$ cat src/rtl/uart_fifo_pkg.sv
package uart_fifo_pkg;

    // Fill state of one FIFO
    typedef enum logic [1:0] {
        FS_EMPTY = 2'd0,
        FS_PART  = 2'd1,
        FS_FULL  = 2'd2
    } fill_state_e;

    // Sense of the threshold comparison
    typedef enum logic {
        CMP_BELOW = 1'b0,   // irq while count <  threshold
        CMP_REACH = 1'b1    // irq while count >= threshold
    } cmp_mode_e;

    localparam int unsigned REG_W = 8;

endpackage

$ cat src/rtl/fifo_core.sv
module fifo_core
    import uart_fifo_pkg::*;
#(
    parameter int unsigned DEPTH  = 64,
    parameter int unsigned DATA_W = 8
) (
    input  logic                             clk,
    input  logic                             rst_n,
    input  logic                             push,
    input  logic [DATA_W-1:0]                push_data,
    input  logic                             pop,
    output logic [DATA_W-1:0]                pop_data,
    output logic [$clog2(DEPTH+1)-1:0]       count,
    output logic                             overflow
);
    localparam int unsigned PTR_W = $clog2(DEPTH);
    localparam int unsigned CNT_W = $clog2(DEPTH+1);

    fill_state_e            st_q, st_d;
    logic [DATA_W-1:0]      mem [DEPTH];
    logic [PTR_W-1:0]       wptr_q, rptr_q;
    logic [CNT_W-1:0]       cnt_q;
    logic [DATA_W-1:0]      rd_q;
    logic                   ovf_q;
    logic                   is_empty, is_full;
    logic                   wr_en, rd_en, pass_thru, drop;

    function automatic logic [PTR_W-1:0] bump(input logic [PTR_W-1:0] p);
        return (p == PTR_W'(DEPTH-1)) ? '0 : p + 1'b1;
    endfunction

    // Output decode of the fill state
    always_comb begin
        is_empty = 1'b0;
        is_full  = 1'b0;
        unique case (st_q)
            FS_EMPTY: is_empty = 1'b1;
            FS_FULL:  is_full  = 1'b1;
            default:  ;
        endcase
    end

    assign rd_en     = pop && !is_empty;
    assign pass_thru = push && pop && is_empty;
    assign wr_en     = push && !pass_thru && (!is_full || pop);
    assign drop      = push && !pop && is_full;

    // Next-state: fill, top-off, drain, exhaust
    always_comb begin
        st_d = st_q;
        unique case (st_q)
            FS_EMPTY: begin
                if (wr_en) st_d = FS_PART;                       // fill
            end
            FS_PART: begin
                if (wr_en && !rd_en && cnt_q == CNT_W'(DEPTH-1))
                    st_d = FS_FULL;                              // top-off
                else if (rd_en && !wr_en && cnt_q == CNT_W'(1))
                    st_d = FS_EMPTY;                             // exhaust
            end
            FS_FULL: begin
                if (rd_en && !wr_en) st_d = FS_PART;             // drain
            end
            default: st_d = FS_EMPTY;
        endcase
    end

    always_ff @(posedge clk) begin
        if (!rst_n) st_q <= FS_EMPTY;
        else        st_q <= st_d;
    end

    always_ff @(posedge clk) begin
        if (wr_en) mem[wptr_q] <= push_data;
    end

    always_ff @(posedge clk) begin
        if (!rst_n) begin
            wptr_q <= '0;
            rptr_q <= '0;
            cnt_q  <= '0;
            rd_q   <= '0;
            ovf_q  <= 1'b0;
        end else begin
            if (wr_en) wptr_q <= bump(wptr_q);
            if (rd_en) rptr_q <= bump(rptr_q);
            unique case ({wr_en, rd_en})
                2'b10:   cnt_q <= cnt_q + 1'b1;
                2'b01:   cnt_q <= cnt_q - 1'b1;
                default: ;
            endcase
            if (rd_en)          rd_q <= mem[rptr_q];
            else if (pass_thru) rd_q <= push_data;
            if (drop) ovf_q <= 1'b1;
        end
    end

    assign pop_data = rd_q;
    assign count    = cnt_q;
    assign overflow = ovf_q;

endmodule

$ cat src/rtl/trig_unit.sv
module trig_unit
    import uart_fifo_pkg::*;
#(
    parameter cmp_mode_e   MODE  = CMP_BELOW,
    parameter int unsigned CNT_W = 7
) (
    input  logic [CNT_W-1:0] count,
    input  logic [REG_W-1:0] trig,
    output logic             irq
);
    logic [REG_W-1:0] cnt_ext;
    assign cnt_ext = REG_W'(count);

    generate
        if (MODE == CMP_BELOW) begin : g_below
            assign irq = cnt_ext < trig;
        end else begin : g_reach
            assign irq = cnt_ext >= trig;
        end
    endgenerate

endmodule

$ cat src/rtl/fifo_regs.sv
module fifo_regs
    import uart_fifo_pkg::*;
#(
    parameter int unsigned DEPTH = 64,
    parameter int unsigned CNT_W = 7
) (
    input  logic             clk,
    input  logic             rst_n,
    input  logic             reg_wr,
    input  logic             reg_sel,
    input  logic [REG_W-1:0] reg_wdata,
    input  logic [CNT_W-1:0] tx_count,
    input  logic [CNT_W-1:0] rx_count,
    output logic [REG_W-1:0] reg_rdata,
    output logic [REG_W-1:0] tx_trig,
    output logic [REG_W-1:0] rx_trig
);
    localparam logic [REG_W-1:0] LIMIT = REG_W'(DEPTH);

    logic [REG_W-1:0] tx_trig_q, rx_trig_q, wval;

    assign wval = (reg_wdata > LIMIT) ? LIMIT : reg_wdata;

    always_ff @(posedge clk) begin
        if (!rst_n) begin
            tx_trig_q <= '0;
            rx_trig_q <= '0;
        end else if (reg_wr) begin
            if (reg_sel) rx_trig_q <= wval;
            else         tx_trig_q <= wval;
        end
    end

    assign reg_rdata = reg_sel ? REG_W'(rx_count) : REG_W'(tx_count);
    assign tx_trig   = tx_trig_q;
    assign rx_trig   = rx_trig_q;

endmodule

$ cat src/rtl/uart_fifo_pair.sv
module uart_fifo_pair
    import uart_fifo_pkg::*;
#(
    parameter int unsigned DEPTH  = 64,
    parameter int unsigned DATA_W = 8
) (
    input  logic              clk,
    input  logic              rst_n,
    input  logic              tx_push,
    input  logic [DATA_W-1:0] tx_push_data,
    input  logic              tx_pop,
    output logic [DATA_W-1:0] tx_pop_data,
    output logic              tx_overflow,
    output logic              tx_irq,
    input  logic              rx_push,
    input  logic [DATA_W-1:0] rx_push_data,
    input  logic              rx_pop,
    output logic [DATA_W-1:0] rx_pop_data,
    output logic              rx_overflow,
    output logic              rx_irq,
    input  logic              reg_wr,
    input  logic              reg_sel,
    input  logic [7:0]        reg_wdata,
    output logic [7:0]        reg_rdata
);
    localparam int unsigned CNT_W = $clog2(DEPTH+1);

    logic [CNT_W-1:0] tx_cnt, rx_cnt;
    logic [REG_W-1:0] tx_trig, rx_trig;

    fifo_core #(.DEPTH(DEPTH), .DATA_W(DATA_W)) u_tx_fifo (
        .clk       (clk),
        .rst_n     (rst_n),
        .push      (tx_push),
        .push_data (tx_push_data),
        .pop       (tx_pop),
        .pop_data  (tx_pop_data),
        .count     (tx_cnt),
        .overflow  (tx_overflow)
    );

    fifo_core #(.DEPTH(DEPTH), .DATA_W(DATA_W)) u_rx_fifo (
        .clk       (clk),
        .rst_n     (rst_n),
        .push      (rx_push),
        .push_data (rx_push_data),
        .pop       (rx_pop),
        .pop_data  (rx_pop_data),
        .count     (rx_cnt),
        .overflow  (rx_overflow)
    );

    fifo_regs #(.DEPTH(DEPTH), .CNT_W(CNT_W)) u_regs (
        .clk       (clk),
        .rst_n     (rst_n),
        .reg_wr    (reg_wr),
        .reg_sel   (reg_sel),
        .reg_wdata (reg_wdata),
        .tx_count  (tx_cnt),
        .rx_count  (rx_cnt),
        .reg_rdata (reg_rdata),
        .tx_trig   (tx_trig),
        .rx_trig   (rx_trig)
    );

    trig_unit #(.MODE(CMP_BELOW), .CNT_W(CNT_W)) u_tx_trig (
        .count (tx_cnt),
        .trig  (tx_trig),
        .irq   (tx_irq)
    );

    trig_unit #(.MODE(CMP_REACH), .CNT_W(CNT_W)) u_rx_trig (
        .count (rx_cnt),
        .trig  (rx_trig),
        .irq   (rx_irq)
    );

endmodule

$ cat config.mk
export PLATFORM = sky130hd
export DESIGN_NAME = uart_fifo_pair
export DESIGN_NICKNAME = d
export VERILOG_FILES = /design/src/rtl/uart_fifo_pkg.sv /design/src/rtl/fifo_core.sv /design/src/rtl/trig_unit.sv /design/src/rtl/fifo_regs.sv /design/src/rtl/uart_fifo_pair.sv
export SDC_FILE = /design/constraint.sdc
export NUM_CORES = 1
export LEC_CHECK = 0
export CAP_MARGIN = 20
export CORE_MARGIN = 3
export CORE_UTILIZATION = 55
export CTS_BUF_LIST = sky130_fd_sc_hd__clkbuf_4
export CTS_CLUSTER_DIAMETER = 100
export DETAILED_ROUTE_END_ITERATION = 10
export HOLD_SLACK_MARGIN = 0.06
export PLACE_DENSITY = 0.74
export SYNTH_ARGS = -nofsm -noshare
export SYNTH_HDL_FRONTEND = slang
export SYNTH_SLANG_ARGS = --single-unit
$ cat constraint.sdc
create_clock -name clk -period 2.4 [get_ports clk]
set_input_delay 0.48 -clock clk [delete_from_list [all_inputs] [get_ports clk]]
set_output_delay 0.48 -clock clk [all_outputs]
set_load 0.02 [all_outputs]
* After elaboration in Yosys (flattened, before gate mapping)
Memory sizes are Yosys's and may differ from the RTL's. A register that Yosys moved wholly into a read port is not among the register bits.
Cells that the tools add are included.
** Storage, ports and cells
- Register bits :: 76
- RAM bits :: 1024
- Input bits :: 32
- Output and inout port bits :: 28
- Logic and storage cells :: 130
- Memories kept :: 2
** Memories
- u_rx_fifo.mem :: words 64, bits a word 8, rd ports 1, clocked after memory_dff 1, write ports 1, line fifo_core.sv:20 : logic [DATA_W-1:0] mem [DEPTH];
- u_tx_fifo.mem :: words 64, bits a word 8, rd ports 1, clocked after memory_dff 1, write ports 1, line fifo_core.sv:20
** Operators by class
- Add/sub/neg operators :: 8
- $lt $le $gt $ge :: 3
- Eq/ne operators :: 22
- Mux-type cells :: 34
- Bitwise gates (word level) :: 1
- Reduce and logical (&&, ||, !) cells :: 46
** Operators by type and width (number)
- 6-bit 2-to-1 mux :: 8
- 8-bit 2-to-1 mux :: 5
- 7-bit case mux with 2 select lines :: 2
- 6-bit by 1-bit adder with 6-bit output, second input constant :: 4
- 6-bit == test, second input constant :: 4
- 1-bit logical AND :: 22
- 2-bit 2-to-1 mux :: 8
- 7-bit by 1-bit adder with 7-bit output, second input constant :: 2
- 7-bit by 1-bit == test with 1-bit output, second input constant :: 2
- 7-bit by 6-bit == test with 1-bit output, second input constant :: 2
- 7-bit by 1-bit subtractor with 7-bit output, second input constant :: 2
- 1-bit logical NOT :: 12
- 2-bit case mux with 3 select lines :: 2
- 2-bit by 1-bit == test with 1-bit output, second input constant :: 4
- 2-bit == test, second input constant :: 4
- 7-bit by 8-bit greater-or-equal comparator with 1-bit output :: 1
- 8-bit by 7-bit greater-than comparator with 1-bit output, second input constant :: 1
- 7-bit by 8-bit less-than comparator with 1-bit output :: 1
- 1-bit 2-to-1 mux :: 8
- 2-bit by 1-bit inequality test with 1-bit output, second input constant :: 4
- 2-bit nonzero test :: 4
- 7-bit 2-to-1 mux :: 1
- 3-bit by 1-bit inequality test with 1-bit output, second input constant :: 2
- 3-bit AND reduction :: 2
- 4 further kinds :: 7

* Depth between registers and ports, before layout
- Depth after elaboration :: 12
- Gate-level depth with buffers :: 12
- Depth with buffers taken out :: 10

* Modules after synthesis
From an unflattened synthesis, not the netlist that was laid out.
** Unflattened totals
- Cells, all modules :: 2342
- Area, all modules :: 44554.0 µm²
** Modules (own cells, without submodules)
- fifo_core :: times used 2, cells each 1114, area an instance 21754.6 µm², seq. area each 16095.4 µm²
- fifo_regs :: times used 1, cells each 72, area an instance 701.9 µm², seq. area each 320.3 µm²
- trig_unit (u_rx_trig) :: times used 1, cells each 22, area an instance 178.9 µm², seq. area each 0.0 µm²
- trig_unit (u_tx_trig) :: times used 1, cells each 20, area an instance 163.9 µm², seq. area each 0.0 µm²

* Least setup slack after synthesis
No wires, ideal clock.
- Path type :: input -> register
- From :: input port tx_pop
- To :: register u_tx_fifo.cnt_q[5], in the netlist u_tx_fifo.count[5]
- Setup time :: 0.115 ns
- Arrival :: 2.351 ns
- Required time :: 2.285 ns
- Setup slack :: -0.066 ns
- Stages :: 11
- Cells stage by stage :: o21ai_0 inv_1 clkbuf_1 ha_1 clkbuf_1 nand2b_1 or3_1 a21oi_1 nand2_1 xnor2_1 and2_1
** RTL lines
- start: declaration :: line uart_fifo_pair.sv:11 : input logic tx_pop,
- 1-bit logical AND (*) :: line fifo_core.sv:43 : assign rd_en = pop && !is_empty;
- net u_tx_fifo.rd_en :: line fifo_core.sv:26 : logic wr_en, rd_en, pass_thru, drop;
- 2-bit by 1-bit == test with 1-bit output or 2-bit == test (tied branches) :: line fifo_core.sv:87 : unique case ({wr_en, rd_en})
- 7-bit case mux with 2 select lines or 2-bit nonzero test (tied branches)
- end signal: assignment :: line fifo_core.sv:88 : 2'b10: cnt_q <= cnt_q + 1'b1;
- end signal: assignment :: line fifo_core.sv:89 : 2'b01: cnt_q <= cnt_q - 1'b1;
- end: declaration :: line fifo_core.sv:22 : logic [CNT_W-1:0] cnt_q;
Mark *: on every way through the listed nets, which the timed path passes. The rest lies on a longest branch.
A chain may end at the register's enable or synchronous reset.

* Worst setup path after layout
- From :: register u_regs.tx_trig_q[1], in the netlist u_regs.tx_trig[1]
- To :: output port tx_irq
** On the way
- Word-level cells in the longest chain between the ends :: 1
** Ends and longest elaborated chain
- start: declaration :: line fifo_regs.sv:20 : logic [REG_W-1:0] tx_trig_q, rx_trig_q, wval;
- start signal: assignment :: line fifo_regs.sv:30 : else tx_trig_q <= wval;
- 7-bit by 8-bit less-than comparator with 1-bit output :: line trig_unit.sv:16 : assign irq = cnt_ext < trig;
- end: declaration :: line uart_fifo_pair.sv:14 : output logic tx_irq,
No other way between the ends.

==> run metrics <==
status=finished, violations left; violated checks=setup timing; Crit path max-delay family=compound AO/OA/AOI/OAI gates; Die X-Extent=288.7 µm; leakage=17.09 nW; period utilization=128.3%; Num CTS Buffers=289; register bit total from synthesis=1112; worst skew pair latency=1.14 ns; most frequent cell after synthesis=edfxtp_1; Crit. End Element=primary output; max-cap check violation count=0; fin crit period=3.078 ns; Post-synth EDFFs=1024; Psw=0.008274 W; Placer Congestion=0.9639; router iterations before antenna repair=6; wire length per cell=23.42 µm; logic gate share of total power=4.6%; Layout Utilization=65.55%; Max stage delay on crit path=0.33 ns; Clock Sink Count=1112; CP Data Required Time=1.92 ns; gr ovfl total=0; hpwl dp=66.07 mm; initial DRC count=2511; Commonest cells post-synth=1024 x edfxtp_1, 192 x mux4_2, 172 x nor2_1, 130 x mux2i_1, 107 x a22oi_1; Distinct cells, synth=49; PortBufs=58; Seq/Total Area, Yosys=73.98%; fmax=0.3249 GHz; async set or reset register ratio after synthesis=0%; Final Skew=0.08967 ns; clk buf depth=4; CTS root buf=clkbuf_4; top cells by area, synth=edfxtp_1 70%, mux4_2 9.8%, dfxtp_1 4.0%, mux2i_1 3.0%, a22oi_1 1.8%; largest net degree at the start of global routing=59; CP cell instances=inv_1 > ha_1 > a21boi_1 > o21a_1 > o21ai_1 > a21oi_1 > o31ai_1 > buf_4; Tightest Pin Transition=0.9445 ns; Final Hold Fails=0; fraction of layout cells with a size suffix above 1=32.26%; CP Launch Type=register; main flop type after synthesis=edfxtp_1; CTS tree=yes; Internal=0.03003 W; sequential cell area=32550 µm²; DR vias/cell=5.889; vias in the first global route=26230; io pins=60; Max Fanout on Critical Path=2; Worst-path clk slew=0.07 ns; max_slew headroom=36.55%; NumNets Final=3074; H-tree Lvls=5; Cell Area, Synth=43950 µm²; Sequential Power Share=55.5%; pre-CTS setup slack=-0.3110 ns; Setup WS post-layout=-0.6780 ns; Worst IR Drop VDD=541.3 µV; Hold Crit Class=in -> reg; Worst Setup Path Type=reg -> out; P&R area growth vs syn=18.03%; share of power burned in the clock network=39.9%; Vias=25120; remaining antenna violation count after routing=0; YS warnings=0; first-pass GRT wire length=152.8 mm; Fill cells=5326; Worst EP arrival=2.60 ns; PD cells=738.5 nW/µm²; Syn Nets=2502; drt drc=0; Final setup viols=2; WL final=99.89 mm; post-synth top area cell=edfxtp_1; Post-Syn Instances=2443; RSZ-0062 raised after global routing=true; CP max-delay cell=dfxtp_2; core area=79130 µm²; initial antenna violation count=2; syn avg cell area=17.99 µm²; top cell type's share of synthesized area=69.97%; crit path buf inv count=2; chip height=288.7 µm; total die area=83330 µm²; Slew Viols, Final=0; Starting Density=55.54%; Design Power=0.03831 W; Rows=103; area of the multi-input gates=10770 µm²; switching power share of the total=21.60%; Total GRT Usage=24.44%
==> flip-flops by register name, summed over array words and instances, names as in the netlist, named ones only <==
signal	flops
u_tx_fifo.wptr_q	6
u_rx_fifo.mem	512
u_regs.rx_trig	8
u_regs.tx_trig	8
u_tx_fifo.pop_data	8
u_tx_fifo.overflow	1
u_tx_fifo.mem	512
u_rx_fifo.wptr_q	6
u_rx_fifo.st_q	2
u_tx_fifo.rptr_q	6
u_rx_fifo.overflow	1
u_rx_fifo.count	7
u_rx_fifo.pop_data	8
u_tx_fifo.count	7
u_rx_fifo.rptr_q	6
u_tx_fifo.st_q	2
==> cell families after synthesis <==
group | Yosys count | share of synthesized area, %
DFF | 1112 | 73.98
and+or+nand+nor | 440 | 4.843
AOI/OAI and AO/OA | 342 | 5.102
muxes | 327 | 12.93
buffers and inverters | 165 | 1.794
xor gates and xnor gates | 29 | 0.5780
adders and majority gates | 27 | 0.7687
other | 1 | 0.008533
==> layout make-up <==
cell class	instances	share of cell area [%]
Antenna cell	7	0.03377
Clock buffer	405	5.861
Clock inverter	79	0.7622
Inverter	25	0.1857
Multi-Input combinational cell	1166	20.76
Sequential cell	1112	62.75
Tap cell	1050	2.533
Timing Repair Buffer	421	7.116
==> worst register-to-register path, stage by stage, from the launching register on <==
cell,delay [ns]
dfxtp_4,0.37
buf_12,0.13
buf_12,0.20
mux4_2,0.54
a22oi_1,0.34
a21oi_1,0.16
o21ai_1,0.31
a21oi_1,0.13
==> repair_timing <==
action                                  in CTS  in global routing
hold endpoints to repair                   699                  0
endpoints found under the setup margin      35                 24
gates resized for setup                    123                 20
pin swaps                                    8                  4
setup buffers                                7                  8
hold buffers                                24                  0
==> path summary, 6_finish.rpt <==
check,slack (ns),end,start,depth (start not counted)
worst max-delay path,-0.68,tx_irq,u_regs.tx_trig[1],8
worst min-delay path,0.27,u_regs.rx_trig[0],reg_wdata[7],5
worst max register to register,0.06,u_rx_fifo.pop_data[6],register,7
worst min register to register,0.46,u_rx_fifo.overflow,u_rx_fifo.overflow,1
==> power groups by stage <==
stage | Clock (W) | Sequential [W] | Combinational (W)
floorplan | 0 | 0.0217 | 0.000794
detailed placement | 0 | 0.0217 | 0.00169
global placement | 0 | 0.0217 | 0.00164
global route | 0.0167 | 0.0213 | 0.00188
CTS | 0.0157 | 0.0213 | 0.00175
finish | 0.0153 | 0.0213 | 0.00175
==> stage by stage <==
stage / hold slack [ns] / setup TNS (ns) / area, µm² / instances
2_1_floorplan: 0.4402 / 0 / 43950 / 2443
3_3_place_gp: 0.4474 / -123.18 / 47910 / 3741
3_5_place_dp: 0.4573 / -148.44 / 47910 / 3741
4_1_cts: 0.1618 / -2.020 / 51770 / 4255
5_1_grt: 0.1942 / -2.144 / 51870 / 4263
6_report: 0.2749 / -1.267 / 51870 / 4265
==> routing by layer <==
layer	global-route usage, %	routed length, µm	vias up
met1	30.75	38100	12640
met2	41.51	51520	1153
li1	-	-	11090
met4	11.55	3816	0
met5	0	0	-
met3	4.412	6445	236
==> cells in the final DEF (no fill, tap or decap), types with 19 or more instances in the layout <==
| cell type | synthesis | routed |
|---|---|---|
| dfxtp_2 | 0 | 19 |
| nand2_1 | 74 | 74 |
| nor2b_1 | 30 | 29 |
| nor2_1 | 172 | 172 |
| dlygate4sd3_1 | 0 | 24 |
| inv_1 | 21 | 19 |
| mux4_2 | 192 | 192 |
| nand3_1 | 39 | 39 |
| a31oi_1 | 22 | 22 |
| buf_4 | 13 | 297 |
| edfxtp_1 | 1024 | 1024 |
| a21oi_1 | 78 | 77 |
| ha_1 | 27 | 26 |
| buf_6 | 9 | 21 |
| and3_1 | 24 | 24 |
| o21ai_0 | 54 | 48 |
| clkinv_1 | 0 | 63 |
| buf_12 | 0 | 30 |
| dfxtp_1 | 88 | 65 |
| a22oi_1 | 107 | 103 |
| clkbuf_4 | 0 | 405 |
| xnor2_1 | 20 | 20 |
| mux2i_1 | 130 | 130 |
| and2_1 | 31 | 31 |
No activity file was read; power rests on OpenSTA's default activity.
